File: src/rtl/padpoll_pkg.sv
package padpoll_pkg;

    localparam int STEP_DIV_W   = 8;
    localparam int LINE_W       = 9;
    localparam int BTN_BITS     = 16;
    localparam int NUM_PORTS    = 2;
    localparam int NUM_LANES    = 2;
    localparam int NUM_SLOTS    = NUM_PORTS * NUM_LANES;
    localparam int STEP_W       = $clog2(BTN_BITS + 1);
    localparam int LINE_STD     = 225;
    localparam int LINE_OVS     = 240;

    typedef struct packed {
        logic latch;
        logic shift;
        logic busy_set;
        logic busy_clr;
    } step_act_t;

    function automatic logic line_open(input logic [LINE_W-1:0] v, input logic ovs);
        if (ovs) return (int'(v) >= LINE_OVS);
        return (int'(v) >= LINE_STD);
    endfunction

    function automatic step_act_t decode_step(input logic [STEP_W-1:0] s, input logic en);
        step_act_t a;
        a.latch    = en && (s == '0);
        a.shift    = en && (int'(s) < BTN_BITS);
        a.busy_set = en && (s == '0);
        a.busy_clr = en && (int'(s) == BTN_BITS);
        return a;
    endfunction

endpackage

File: src/rtl/padpoll_divider.sv
module padpoll_divider #(
    parameter int DIV_W = padpoll_pkg::STEP_DIV_W
) (
    input  logic clk,
    input  logic rst,
    output logic tick
);
    logic [DIV_W-1:0] cnt;

    always_ff @(posedge clk) begin
        if (rst) cnt <= '0;
        else     cnt <= cnt + 1'b1;
    end

    assign tick = &cnt;


    tick_gap_chk: assert property (@(posedge clk) disable iff (rst)
        tick |=> !tick);

endmodule

File: src/rtl/padpoll_seq.sv
module padpoll_seq
    import padpoll_pkg::*;
#(
    parameter int BITS = BTN_BITS,
    parameter int SW   = STEP_W,
    parameter int LW   = LINE_W
) (
    input  logic          clk,
    input  logic          rst,
    input  logic          frame_start,
    input  logic          tick,
    input  logic [LW-1:0] vline,
    input  logic          overscan,
    input  logic          poll_en,
    output logic          shift_en,
    output logic          latch_q,
    output logic          shclk_q,
    output logic          busy_q
);
    localparam logic [SW-1:0] STEP_LAST = SW'(BITS);

    logic [SW-1:0] step;
    logic          go;
    step_act_t     act;

    assign go       = tick && line_open(vline, overscan) && !frame_start;
    assign act      = decode_step(step, poll_en);
    assign shift_en = go && act.shift;

    always_ff @(posedge clk) begin
        if (rst) begin
            step    <= '0;
            busy_q  <= 1'b0;
            latch_q <= 1'b0;
            shclk_q <= 1'b0;
        end else begin
            latch_q <= go && act.latch;
            shclk_q <= shift_en;
            if (frame_start)
                step <= '0;
            else if (go && step != STEP_LAST)
                step <= step + 1'b1;
            if (go && act.busy_set)
                busy_q <= 1'b1;
            else if (go && act.busy_clr)
                busy_q <= 1'b0;
        end
    end


    latch_busy_chk: assert property (@(posedge clk) disable iff (rst)
        latch_q |-> busy_q);

    latch_single_chk: assert property (@(posedge clk) disable iff (rst)
        latch_q |=> !latch_q);

    step_sat_chk: assert property (@(posedge clk) disable iff (rst)
        step <= STEP_LAST);

    busy_needs_en_chk: assert property (@(posedge clk) disable iff (rst)
        $rose(busy_q) |-> $past(poll_en));

    shclk_line_chk: assert property (@(posedge clk) disable iff (rst)
        shclk_q |-> $past(line_open(vline, overscan)));

endmodule

File: src/rtl/padpoll_shiftbank.sv
module padpoll_shiftbank #(
    parameter int BITS  = padpoll_pkg::BTN_BITS,
    parameter int SLOTS = padpoll_pkg::NUM_SLOTS
) (
    input  logic                       clk,
    input  logic                       rst,
    input  logic                       shift_en,
    input  logic [SLOTS-1:0]           din,
    output logic [SLOTS-1:0][BITS-1:0] res
);
    for (genvar g = 0; g < SLOTS; g++) begin : g_slot
        always_ff @(posedge clk) begin
            if (rst)           res[g] <= '0;
            else if (shift_en) res[g] <= {res[g][BITS-2:0], din[g]};
        end
    end


    shift_bit_chk: assert property (@(posedge clk) disable iff (rst)
        shift_en |=> (res[0][0] == $past(din[0])));

    hold_chk: assert property (@(posedge clk) disable iff (rst)
        !shift_en |=> $stable(res));

endmodule

File: src/rtl/pad_autopoll.sv
module pad_autopoll
    import padpoll_pkg::*;
(
    input  logic              clk,
    input  logic              rst,
    input  logic              frame_start,
    input  logic [LINE_W-1:0] vline,
    input  logic              overscan,
    input  logic              poll_en,
    input  logic [1:0]        pad_a_d,
    input  logic [1:0]        pad_b_d,
    output logic              pad_latch,
    output logic              pad_clk,
    output logic              poll_busy,
    output logic [15:0]       result0,
    output logic [15:0]       result1,
    output logic [15:0]       result2,
    output logic [15:0]       result3
);
    logic                               tick;
    logic                               shift_en;
    logic [NUM_SLOTS-1:0]               din;
    logic [NUM_SLOTS-1:0][BTN_BITS-1:0] res;

    // slot order: lane-major, port-minor
    assign din = {pad_b_d[1], pad_a_d[1], pad_b_d[0], pad_a_d[0]};

    padpoll_divider #(.DIV_W(STEP_DIV_W)) u_div (
        .clk(clk), .rst(rst), .tick(tick)
    );

    padpoll_seq #(.BITS(BTN_BITS), .SW(STEP_W), .LW(LINE_W)) u_seq (
        .clk(clk), .rst(rst), .frame_start(frame_start), .tick(tick),
        .vline(vline), .overscan(overscan), .poll_en(poll_en),
        .shift_en(shift_en), .latch_q(pad_latch), .shclk_q(pad_clk),
        .busy_q(poll_busy)
    );

    padpoll_shiftbank #(.BITS(BTN_BITS), .SLOTS(NUM_SLOTS)) u_bank (
        .clk(clk), .rst(rst), .shift_en(shift_en), .din(din), .res(res)
    );

    assign result0 = res[0];
    assign result1 = res[1];
    assign result2 = res[2];
    assign result3 = res[3];


    map_chk: assert property (@(posedge clk) disable iff (rst)
        shift_en |=> (result1[0] == $past(pad_b_d[0])) && (result2[0] == $past(pad_a_d[1])));

endmodule

File: config.mk
export PLATFORM = sky130hd
export DESIGN_NAME = pad_autopoll
export DESIGN_NICKNAME = d
export VERILOG_FILES = /design/src/rtl/padpoll_pkg.sv /design/src/rtl/padpoll_divider.sv /design/src/rtl/padpoll_seq.sv /design/src/rtl/padpoll_shiftbank.sv /design/src/rtl/pad_autopoll.sv
export SDC_FILE = /design/constraint.sdc
export NUM_CORES = 1
export LEC_CHECK = 0
export BUFFER_PORTS_ARGS = -buffer_cell sky130_fd_sc_hd__clkbuf_2
export CAP_MARGIN = 20
export CORE_UTILIZATION = 47
export CTS_CLUSTER_DIAMETER = 150
export DETAILED_ROUTE_END_ITERATION = 10
export PLACE_DENSITY_LB_ADDON = 0.15
export SLEW_MARGIN = 25
export SYNTH_ARGS = -nofsm -noshare
export SYNTH_HDL_FRONTEND = slang
export SYNTH_SLANG_ARGS = --single-unit
File: constraint.sdc
create_clock -name clk -period 1.6 [get_ports clk]
set_input_delay 0.16 -clock clk [delete_from_list [all_inputs] [get_ports clk]]
set_output_delay 0.16 -clock clk [all_outputs]
set_load 0.03 [all_outputs]
Yosys cells after proc, flatten, opt, wreduce, memory -nomap -nowiden
Cells that the tools add are included.

Bits in registers: 80. Bits of input ports: 18. Logic and storage cells: 35. Memory bits (writable): 0. Latch bits: 0. Memory bits (read-only): 0. Memories: 0. Output and inout bits: 67.

Reductions and logical operators: 14. Shift operators: 0. Add/subtract/negate cells: 2. Bitwise operators: 0. $mul: 0. Divide/modulo/power cells: 0. Magnitude comparators: 3. Muxes and demuxes: 5. Equality and inequality tests: 2.

Operators by type and width (count): greater-or-equal comparator 9 x 8 -> 1 bit, second input constant (2); logical AND 1 bit (9); adder 8 x 1 -> 8 bit, second input constant (1); AND reduction 8 bit (1); adder 5 x 1 -> 5 bit, second input constant (1); == test 5 bit, second input constant (1); zero test 5 bit (1); less-than comparator 5 bit, second input constant (1); two-way mux 1 bit (5); != test 5 bit, second input constant (1); nonzero test 2 bit (1); OR reduction 2 bit (1); zero test 1 bit (1).

Logic depth before layout (Yosys ltp)
Gate-level depths: netlist (run 1).

Depth after elaboration: 8. Depth in mapped cells: 7. Depth with buffers taken out: 6.

Hierarchy
Synthesis (run 1) repeated with hierarchy kept, for this count alone.

Cells, all modules: 288. Area, all modules: 3044.2 um^2.

Modules (own cells, without submodules): padpoll_shiftbank (cells an instance 206, seq. area each 1281.2 um^2, times used 1, area each 2290.9 um^2); padpoll_seq (cells an instance 47, seq. area each 160.2 um^2, times used 1, area each 431.7 um^2); padpoll_divider (cells an instance 35, seq. area each 160.2 um^2, times used 1, area each 321.6 um^2).

Worst setup path before layout (run 1)
Ideal clock, no wire load.

Path type: register to register. From: register u_div.cnt[0]. To: register u_bank.res[10] (netlist name). Data required time: 1.528 ns. Stages on the path, launching flop included: 8. Library setup time: 0.072 ns. Buffers on the path: 2. Arrival: 1.652 ns. Clock period less this slack: 1.723 ns. Path slack: -0.123 ns. Cell sequence: dfxtp_1 ha_1 and4b_1 nand2_2 nor4b_1 buf_2 buf_4 mux2i_1.

Cells in the longest elaborated chain, start to end: 4.

Ends and longest elaborated chain: start: declaration (RTL line padpoll_divider.sv:8) `logic [DIV_W-1:0] cnt;`; start signal: assignment (RTL line padpoll_divider.sv:12) `else cnt <= cnt + 1'b1;`; AND reduction 8 bit (RTL line padpoll_divider.sv:15) `assign tick = &cnt;`; logical AND 1 bit (2 in a row) (RTL line padpoll_seq.sv:26) `assign go = tick && line_open(vline, overscan) && !frame_start;`; logical AND 1 bit (RTL line padpoll_seq.sv:28) `assign shift_en = go && act.shift;`; end signal: indexed assignment (RTL line padpoll_shiftbank.sv:14) `else if (shift_en) res[g] <= {res[g][BITS-2:0], din[g]};`; end: declaration (RTL line padpoll_shiftbank.sv:9) `output logic [SLOTS-1:0][BITS-1:0] res`.

Every way passes these cells. A chain may end at the register's enable or synchronous reset.

Worst setup path in the final report (run 1)
From: register u_div.cnt[1]. To: register u_bank.res[63] (netlist name).

Same word-level chain as after synthesis.

==> results.cfg, run 1 <==
[worst_setup_path]
r2r-end = u_bank.res[63]$_SDFFE_PP0P_
reg2reg_slack_ps = -120
start_kind = flop
critPathSlowestCell = or4b_4
critPathMaxFanout = 5
endpoint_kind = flop
cp_num_buf_inv = 1
crit_cells = 6
path_class = flop to flop
cp_top_family = simple AND/OR/NAND/NOR gates
cp.arrival_ps = 1950
reg2reg_from = u_div.cnt[1]$_SDFF_PP0_
cp.required_ps = 1830
slowest_delay_ps = 530
path_cells = ha_4 > and4b_1 > nand2_2 > buf_4 > or4b_4 > mux2i_1
reg2reg_depth = 6

[power_and_ir_drop]
p_leak_nw = 1.66
peakVddDrop_uv = 657
power_density_nw_per_um2 = 895

[global_routing]
grt.overflow.total = 0
grtUsageMet3_pct = 5.70
grtUsageTotal_pct = 18.3
use_met2_pct = 30.4
grt_pass1_wl_um = 10300
grt-busiest-layer = met2
use_met1_pct = 21.9
grt_pass1_vias = 2331
grt_max_degree = 36
antenna_found_initial = 0

[cells_and_area]
drive_above_1_share_pct = 34.7
seqCellArea_um2 = 1600
n_antenna_cell = 0
final_common_cell = clkbuf_2
nFillCells = 540
fin_util_pct = 65.0
multiInputGateArea_um2 = 1530
stdcell_count = 483
final_cell_mix = 84 x clkbuf_2, 78 x dfxtp_1, 68 x nand2b_1
syn_to_final_growth_pct = 31.9
num-nets-final = 422

[placed_design]
dp.cells = 462
dp_hpwl_um = 4310
place.gp.congestion = 0.765
portBuffers = 84

[sta]
finalSetupViolCount = 69
final.setup.worst_slack_ps = -120
period_share_pct = 107
slew_headroom_pct = 61.3
fin_crit_ps = 1720
worst_pin_slew_ps = 581
hold_viol = 0
fin_skew_ps = 10.4
max_freq_mhz = 582
slew_viol_final = 0
rsz0062_at_grt = true

[routing]
first_pass_iters = 7
vias = 2413
vias_per_cell = 5.00
wl_um = 6160
wl_per_cell_um = 12.7
drc = 16
drt_iter0_markers = 75
detail-route-antenna-nets = 0

[floorplanning]
initial_utilization_pct = 49.2
die_h_um = 84.3
design.core.area_um2 = 6460
fp.dieW_um = 84.3
io_pins = 85
die_area_um2 = 7100
num_rows = 29

[synthesis]
syn_area_um2 = 3180
synth_seq_cells = 80
ys_warn_count = 0
synth_cells = 296
synth_seq_area_share_pct = 50.4
yosysUniqueCellTypes = 32
syn-mean-instance-area_um2 = 10.7
syn-num-nets = 317

[clock_tree]
cts_tree = yes
cts.path.max_buffers = 2
insertion_delay_ps = 340
cts_buffers = 9
clkSinkCount = 80
clkTransAtPathRegs_ps = 80
cts_root_buffer = clkbuf_8
htreeDepth = 3
hold_buffers = 0

[outcome]
status = finished with violations
violations = DRC, setup timing

[run]
maxCapViolCount = 0

[hold_path]
min_path_cells = 3
min-delay-start = pad_a_d[1]
hold_path_class = primary input to flop
hold_end = u_bank.res[32]$_SDFFE_PP0P_
-- tightest hold or removal path, stage by stage --
cell	delay [ps]
clkbuf_2	80
nand2b_1	60
mux2i_1	60
-- cell usage after synthesis --
cell	count	share of area [%]
clkbuf_1	10	1.2
inv_1	3	0.35
nand3_1	8	1.3
xor2_1	3	0.83
and4b_1	1	0.31
nor2b_1	1	0.20
or4_1	4	0.94
xnor2_1	1	0.28
a41oi_1	1	0.28
a21oi_1	7	1.1
or2_2	1	0.20
o31a_1	1	0.28
nand2b_1	68	13
nand4bb_1	1	0.35
buf_2	2	0.31
nand2_1	4	0.47
mux2i_1	64	20
ha_1	3	1.2
nand2_2	1	0.20
and4_1	1	0.28
or3_1	3	0.59
or4b_1	1	0.31
nor2_1	8	0.94
nor4_1	1	0.20
dfxtp_1	80	50
o31ai_1	5	1.2
and3_1	1	0.20
nor3_2	1	0.31
o21ai_0	3	0.47
nor4b_1	1	0.28
buf_4	6	1.4
o211ai_1	1	0.24
-- power by group --
group | internal, mW | total [mW] | switching, mW
logic | 0.0730 | 0.129 | 0.0559
clock network | 0.920 | 1.62 | 0.705
registers | 2.00 | 2.00 | 0.00556
-- kinds of logic (layout without fill, tap and decap cells) --
kind of cell | count (synthesis) | after routing | share of synthesized area, %
AO/OA/AOI/OAI | 18 | 18 | 3.54
XOR/XNOR | 4 | 4 | 1.10
adder cells (fa/ha/maj) | 3 | 3 | 1.18
buffers and inverters | 21 | 131 | 3.27
flip-flops | 80 | 80 | 50.4
multiplexers | 64 | 64 | 20.1
AND/OR/NAND/NOR | 106 | 106 | 20.4
-- worst max path at each step --
| stage | startpoint | end |
|---|---|---|
| floorplan | u_div.cnt[1]$_SDFF_PP0_ | u_bank.res[31]$_SDFFE_PP0P_ |
| global placement | u_div.cnt[1]$_SDFF_PP0_ | u_bank.res[47]$_SDFFE_PP0P_ |
| detailed placement | u_div.cnt[1]$_SDFF_PP0_ | u_bank.res[47]$_SDFFE_PP0P_ |
| CTS | u_div.cnt[1]$_SDFF_PP0_ | u_bank.res[38]$_SDFFE_PP0P_ |
| global route | u_div.cnt[1]$_SDFF_PP0_ | u_bank.res[56]$_SDFFE_PP0P_ |
| finish | u_div.cnt[1]$_SDFF_PP0_ | u_bank.res[63]$_SDFFE_PP0P_ |
-- metal layers --
layer | vias up | part of all wire (%)
li1 | 1237 | -
met1 | 1094 | 46
met2 | 73 | 46
met3 | 9 | 6.5
met4 | 0 | 1.4
met5 | - | 0
-- registers in the layout, indices dropped and copies added (netlist names) --
| signal | flops |
|---|---|
| u_seq.busy_q | 1 |
| u_seq.shclk_q | 1 |
| u_div.cnt | 8 |
| u_bank.res | 64 |
| u_seq.latch_q | 1 |
| u_seq.step | 5 |
-- cell type report --
type	instances	area share [%]
sequential	80	38.2
multi-input combinational	195	36.4
timing repair buffer	112	17.5
clock buffer	11	3.37
tap	77	2.30
clock inverter	5	1.91
inverter	3	0.268
-- stage by stage --
step | setup WS [ps] | hold WS (ps) | power [mW] | TNS, ps | area (µm²)
floorplan | -68.6 | 316 | 2.12 | -661 | 3260
global placement | -97.4 | 410 | 2.17 | -1130 | 3880
detailed placement | -129 | 415 | 2.17 | -2880 | 3880
CTS | -112 | 49.3 | 3.80 | -4120 | 4120
global route | -217 | 72.6 | 3.90 | -11930 | 4200
finish | -120 | 70.7 | 3.76 | -3940 | 4200
-- repair_timing --
item	4_1_cts	5_1_grt
setup buffers	1	3
endpoints found under the setup margin	69	69
gates resized for setup	3	7
pin swaps	1	1
hold endpoints to repair	0	0
gates cloned	0	1
Power figures use the tool's default switching activity.
==> run 2: changes to the inputs <==
CORE_UTILIZATION = 49   (was 47)
CTS_BUF_LIST = sky130_fd_sc_hd__clkbuf_8   (was unset)
CTS_CLUSTER_SIZE = 16   (was unset)
==> run 2 against run 1 <==
  * Fmax increased by 3.0%
  * Final area decreased by 2.0%
  * Register-to-register slack improved by 50 ps
  * Highest routed layer unchanged
  * First-iteration DRC count decreased by 17%
  * Critical endpoint is now u_bank.res[13]$_SDFFE_PP0P_
  * Clock power about the same
  * Hold slack got worse by 12 ps
  * Global-route usage decreased by 0.19 points
  * Power increased by 0.19%
  * The run ends with setup timing left
  * Clock skew decreased by 1.2 ps
  * Worst setup slack improved by 51 ps
==> results.cfg, run 2 (synthesis results as in run 1) <==
[global_routing]
grtUsageTotal_pct = 18.1
antenna_found_initial = 0
grt_pass1_vias = 2201
grt_max_degree = 57
grt.overflow.total = 0
grt_pass1_wl_um = 9350

[floorplanning]
die_h_um = 82.6
die_area_um2 = 6820
fp.dieW_um = 82.6
num_rows = 28
initial_utilization_pct = 52.2
io_pins = 85
design.core.area_um2 = 6100

[cells_and_area]
largest-register = u_bank.res
nFillCells = 515
final_cell_mix = 84 x clkbuf_2, 78 x dfxtp_1, 68 x nand2b_1
syn_to_final_growth_pct = 29.3
multiInputGateArea_um2 = 1530
n_antenna_cell = 0
final_common_cell = clkbuf_2
fin_util_pct = 67.5
num-nets-final = 416
seqCellArea_um2 = 1600
drive_above_1_share_pct = 34.0
stdcell_count = 475
reg_top3 = u_bank.res: 64 flops, u_div.cnt: 8 flops, u_seq.step: 5 flops
largest_reg_flops = 64

[worst_setup_path]
path_cells = ha_4 > and4b_1 > nand2_2 > nor4b_4 > buf_4 > buf_12 > mux2i_1
path_class = flop to flop
cp.arrival_ps = 1930
reg2reg_from = u_div.cnt[1]$_SDFF_PP0_
reg2reg_depth = 7
reg2reg_slack_ps = -70
r2r-end = u_bank.res[13]$_SDFFE_PP0P_
critPathSlowestCell = dfxtp_2
critPathMaxFanout = 15
start_kind = flop
slowest_delay_ps = 360
cp.required_ps = 1870
endpoint_kind = flop

[clock_tree]
insertion_delay_ps = 340
cts_buffers = 9
cts_root_buffer = clkbuf_8
cts.path.max_buffers = 2
clkTransAtPathRegs_ps = 80
htreeDepth = 3
clkSinkCount = 80
cts_tree = yes

[sta]
slew_viol_final = 0
hold_viol = 0
worst_pin_slew_ps = 380
max_freq_mhz = 599
rsz0062_at_grt = true
finalSetupViolCount = 67
fin_crit_ps = 1670
slew_headroom_pct = 74.7
period_share_pct = 104
final.setup.worst_slack_ps = -69.1
fin_skew_ps = 9.16

[power_and_ir_drop]
peakVddDrop_uv = 671
power_density_nw_per_um2 = 915
p_leak_nw = 1.63

[routing]
wl_per_cell_um = 12.3
vias = 2392
detail-route-antenna-nets = 0
drt_iter0_markers = 62
drc = 0
first_pass_iters = 4
vias_per_cell = 5.04
wl_um = 5820

[hold_path]
hold_path_class = primary input to flop
min-delay-start = pad_a_d[1]
hold_end = u_bank.res[32]$_SDFFE_PP0P_
min_path_cells = 3

[placed_design]
portBuffers = 84
dp_hpwl_um = 4190
dp.cells = 457
place.gp.congestion = 0.754

[outcome]
status = finished with violations
violations = setup timing

[run]
maxCapViolCount = 0
[run 2: cell count changes in the layout (fill, tap and decap cells not counted), sizes merged]
cell,previous run,this run
buf,27,22
clkbuf,96,94
clkinv,1,2
clkinvlp,2,1
inv,3,4
[run 2: layout make-up]
class	instances	area share, %
tap	75	2.28
timing repair buffer	106	15.8
clock inverter	6	2.19
sequential	80	39.0
multi-input combinational	195	37.2
clock buffer	10	3.35
inverter	3	0.274
[run 2: worst max path at each step]
stage / endpoint / slack, ps / start
floorplan: u_bank.res[31]$_SDFFE_PP0P_ / -70 / u_div.cnt[1]$_SDFF_PP0_
global placement: u_bank.res[63]$_SDFFE_PP0P_ / -90 / u_div.cnt[1]$_SDFF_PP0_
detailed placement: u_bank.res[31]$_SDFFE_PP0P_ / -120 / u_div.cnt[1]$_SDFF_PP0_
CTS: u_bank.res[36]$_SDFFE_PP0P_ / -80 / u_div.cnt[1]$_SDFF_PP0_
global route: u_bank.res[36]$_SDFFE_PP0P_ / -220 / u_div.cnt[1]$_SDFF_PP0_
finish: u_bank.res[13]$_SDFFE_PP0P_ / -70 / u_div.cnt[1]$_SDFF_PP0_
[run 2: through the flow]
step / TNS, ps / cell area, µm² / hold WS (ps) / total power, mW / worst slack, ps
3_3_place_gp: -469 / 3840 / 411 / 2.17 / -88.8
6_report: -2730 / 4110 / 58.4 / 3.76 / -69.1
3_5_place_dp: -1760 / 3840 / 417 / 2.17 / -122
2_1_floorplan: -661 / 3260 / 316 / 2.12 / -68.6
5_1_grt: -11630 / 4110 / 49.8 / 3.92 / -216
4_1_cts: -2890 / 4090 / 44.1 / 3.81 / -82.7
[run 2: report_power, final]
group	internal (mW)	switching [mW]
clock	0.927	0.714
sequential	2.00	0.00545
combinational	0.0666	0.0536
[run 2: metal layers]
| metal | up-vias | part of all wire [%] | global-route usage [%] |
|---|---|---|---|
| li1 | 1221 | - | - |
| met4 | 0 | 1.7 | 8.28 |
| met1 | 1097 | 46 | 20.6 |
| met3 | 9 | 6.9 | 5.60 |
| met5 | - | 0 | 0 |
| met2 | 65 | 46 | 30.8 |
[run 2: worst max-delay path, delay by kind of cell, from the launching register on]
kind	cells	cell delay (ps)
muxes	1	190
adders and majority gates	1	130
DFF	1	360
buffers and inverters	2	370
and+or+nand+nor	3	540
[run 2: repair_timing]
action / 4_1_cts / 5_1_grt
setup endpoints to repair: 68 / 70
pin swaps: 0 / 2
hold buffers: 0 / 0
setup buffers: 1 / 1
gates resized for setup: 2 / 5
==> run 3: changes to the inputs <==
BUFFER_PORTS_ARGS = -buffer_cell sky130_fd_sc_hd__buf_2   (was -buffer_cell sky130_fd_sc_hd__clkbuf_2)
==> run 3 against run 2 <==
  * The flow still finishes with violations (setup timing)
  * Power is 4.8% lower
  * First-iteration DRC count is 32% higher
  * Clock-buffer cell count is 1 higher
  * Final cell count is 0.42% lower
  * Combinational power is 7% higher
  * Sequential share of layout area is 0.19 points higher
  * Highest routed layer unchanged
==> results.cfg, run 3 (synthesis results as in run 1) <==
[routing]
first_pass_iters = 4
detail-route-antenna-nets = 0
wl_per_cell_um = 12.7
drc = 0
vias = 2392
wl_um = 6020
vias_per_cell = 5.06
drt_iter0_markers = 82

[global_routing]
grt_pass1_vias = 2238
grt_pass1_wl_um = 9550
grtUsageTotal_pct = 18.3
antenna_found_initial = 0
grt_max_degree = 30
grt.overflow.total = 0

[clock_tree]
cts_root_buffer = clkbuf_8
clkTransAtPathRegs_ps = 80
cts_buffers = 9
cts.path.max_buffers = 2
insertion_delay_ps = 320
cts_tree = yes
htreeDepth = 3
clkSinkCount = 80

[sta]
worst_pin_slew_ps = 420
finalSetupViolCount = 64
fin_crit_ps = 1660
fin_skew_ps = 6.39
hold_viol = 0
final.setup.worst_slack_ps = -56.8
rsz0062_at_grt = true
slew_headroom_pct = 72.0
period_share_pct = 104
slew_viol_final = 0
max_freq_mhz = 604

[placed_design]
portBuffers = 84
dp_hpwl_um = 4280
place.gp.congestion = 0.759
place_area_um2 = 3860

[cells_and_area]
reg_top3 = u_bank.res: 64 flops, u_div.cnt: 8 flops, u_seq.step: 5 flops
largest_reg_flops = 64
n_antenna_cell = 0
design_area_um2 = 4090
drive_above_1_share_pct = 33.7
final_common_cell = buf_2
final_cell_mix = 84 x buf_2, 78 x dfxtp_1, 68 x nand2b_1
largest-register = u_bank.res
num-nets-final = 416
syn_to_final_growth_pct = 28.7

[worst_setup_path]
cp.arrival_ps = 1910
start_kind = flop
reg2reg_slack_ps = -60
critPathMaxFanout = 15
cp.required_ps = 1850
endpoint_kind = flop
path_class = flop to flop

[power_and_ir_drop]
peakVddDrop_uv = 501
power_mw = 3.58
power_density_nw_per_um2 = 875
p_leak_nw = 1.68

[outcome]
status = finished with violations
violations = setup timing

[run]
maxCapViolCount = 0

[floorplanning]
num_rows = 28
io_pins = 85
die_area_um2 = 6820
design.core.area_um2 = 6100
initial_utilization_pct = 52.2
fp.dieW_um = 82.6
die_h_um = 82.6

[hold_path]
hold_path_class = primary input to flop
## run 3: timing repair
action                     in CTS  in global routing
pin swaps                       2                  0
resized for setup               3                  4
setup endpoints to repair      69                 68
buffers inserted                1                  1
hold buffers                    0                  0
gates cloned                    0                  0
## run 3: where the power goes
part	total (mW)	internal (mW)	leakage (nW)	switching, mW
clock	1.45	0.787	0.0973	0.666
combinational	0.129	0.0731	0.938	0.0558
sequential	2.00	2.00	0.645	0.00528
## run 3: layer usage
layer	part of all wire (%)	vias to the layer above	wire length (µm)	track usage [%]
met5	0	-	0	0
met4	0.45	0	27	7.07
met3	6.0	2	363	5.71
met2	48	66	2890	30.9
met1	45	1106	2740	21.8
li1	-	1218	-	-
## run 3: cell type report
type | count | area (µm²)
clock buffer | 11 | 151
clock inverter | 3 | 42.5
fill | 500 | 2000
inverter | 3 | 11.3
multi-input combinational | 195 | 1530
sequential | 80 | 1600
tap | 75 | 93.8
timing repair buffer | 106 | 661
## run 3: metrics by stage
| stage | worst slack, ps | instances | TNS [ps] | util [%] | hold slack, ps |
|---|---|---|---|---|---|
| floorplan | -68.6 | 296 | -661 | - | 316 |
| global route | -168 | 473 | -8330 | 67.2 | 82.4 |
| CTS | -73.8 | 472 | -2770 | 66.8 | 76.9 |
| global placement | -92.6 | 457 | -346 | 63.3 | 428 |
| detailed placement | -110 | 457 | -2160 | 63.3 | 436 |
| finish | -56.8 | 473 | -1910 | 67.2 | 88.5 |
## run 3: worst paths after layout
kind,from,endpoint,cells after the start
max,u_div.cnt[0]$_SDFF_PP0_,u_bank.res[40]$_SDFFE_PP0P_,7
min,pad_a_d[1],u_bank.res[32]$_SDFFE_PP0P_,3
max reg2reg,u_div.cnt[0]$_SDFF_PP0_,u_bank.res[40]$_SDFFE_PP0P_,7
min reg2reg,u_bank.res[63]$_SDFFE_PP0P_,u_bank.res[63]$_SDFFE_PP0P_,2
## run 3: critical path, stage by stage, from the launching register on
cell and delay (ps):
dfxtp_2 360, ha_4 120, and4b_1 210, nand2_2 90, nor4b_4 250, buf_4 200
buf_12 160, mux2i_1 200
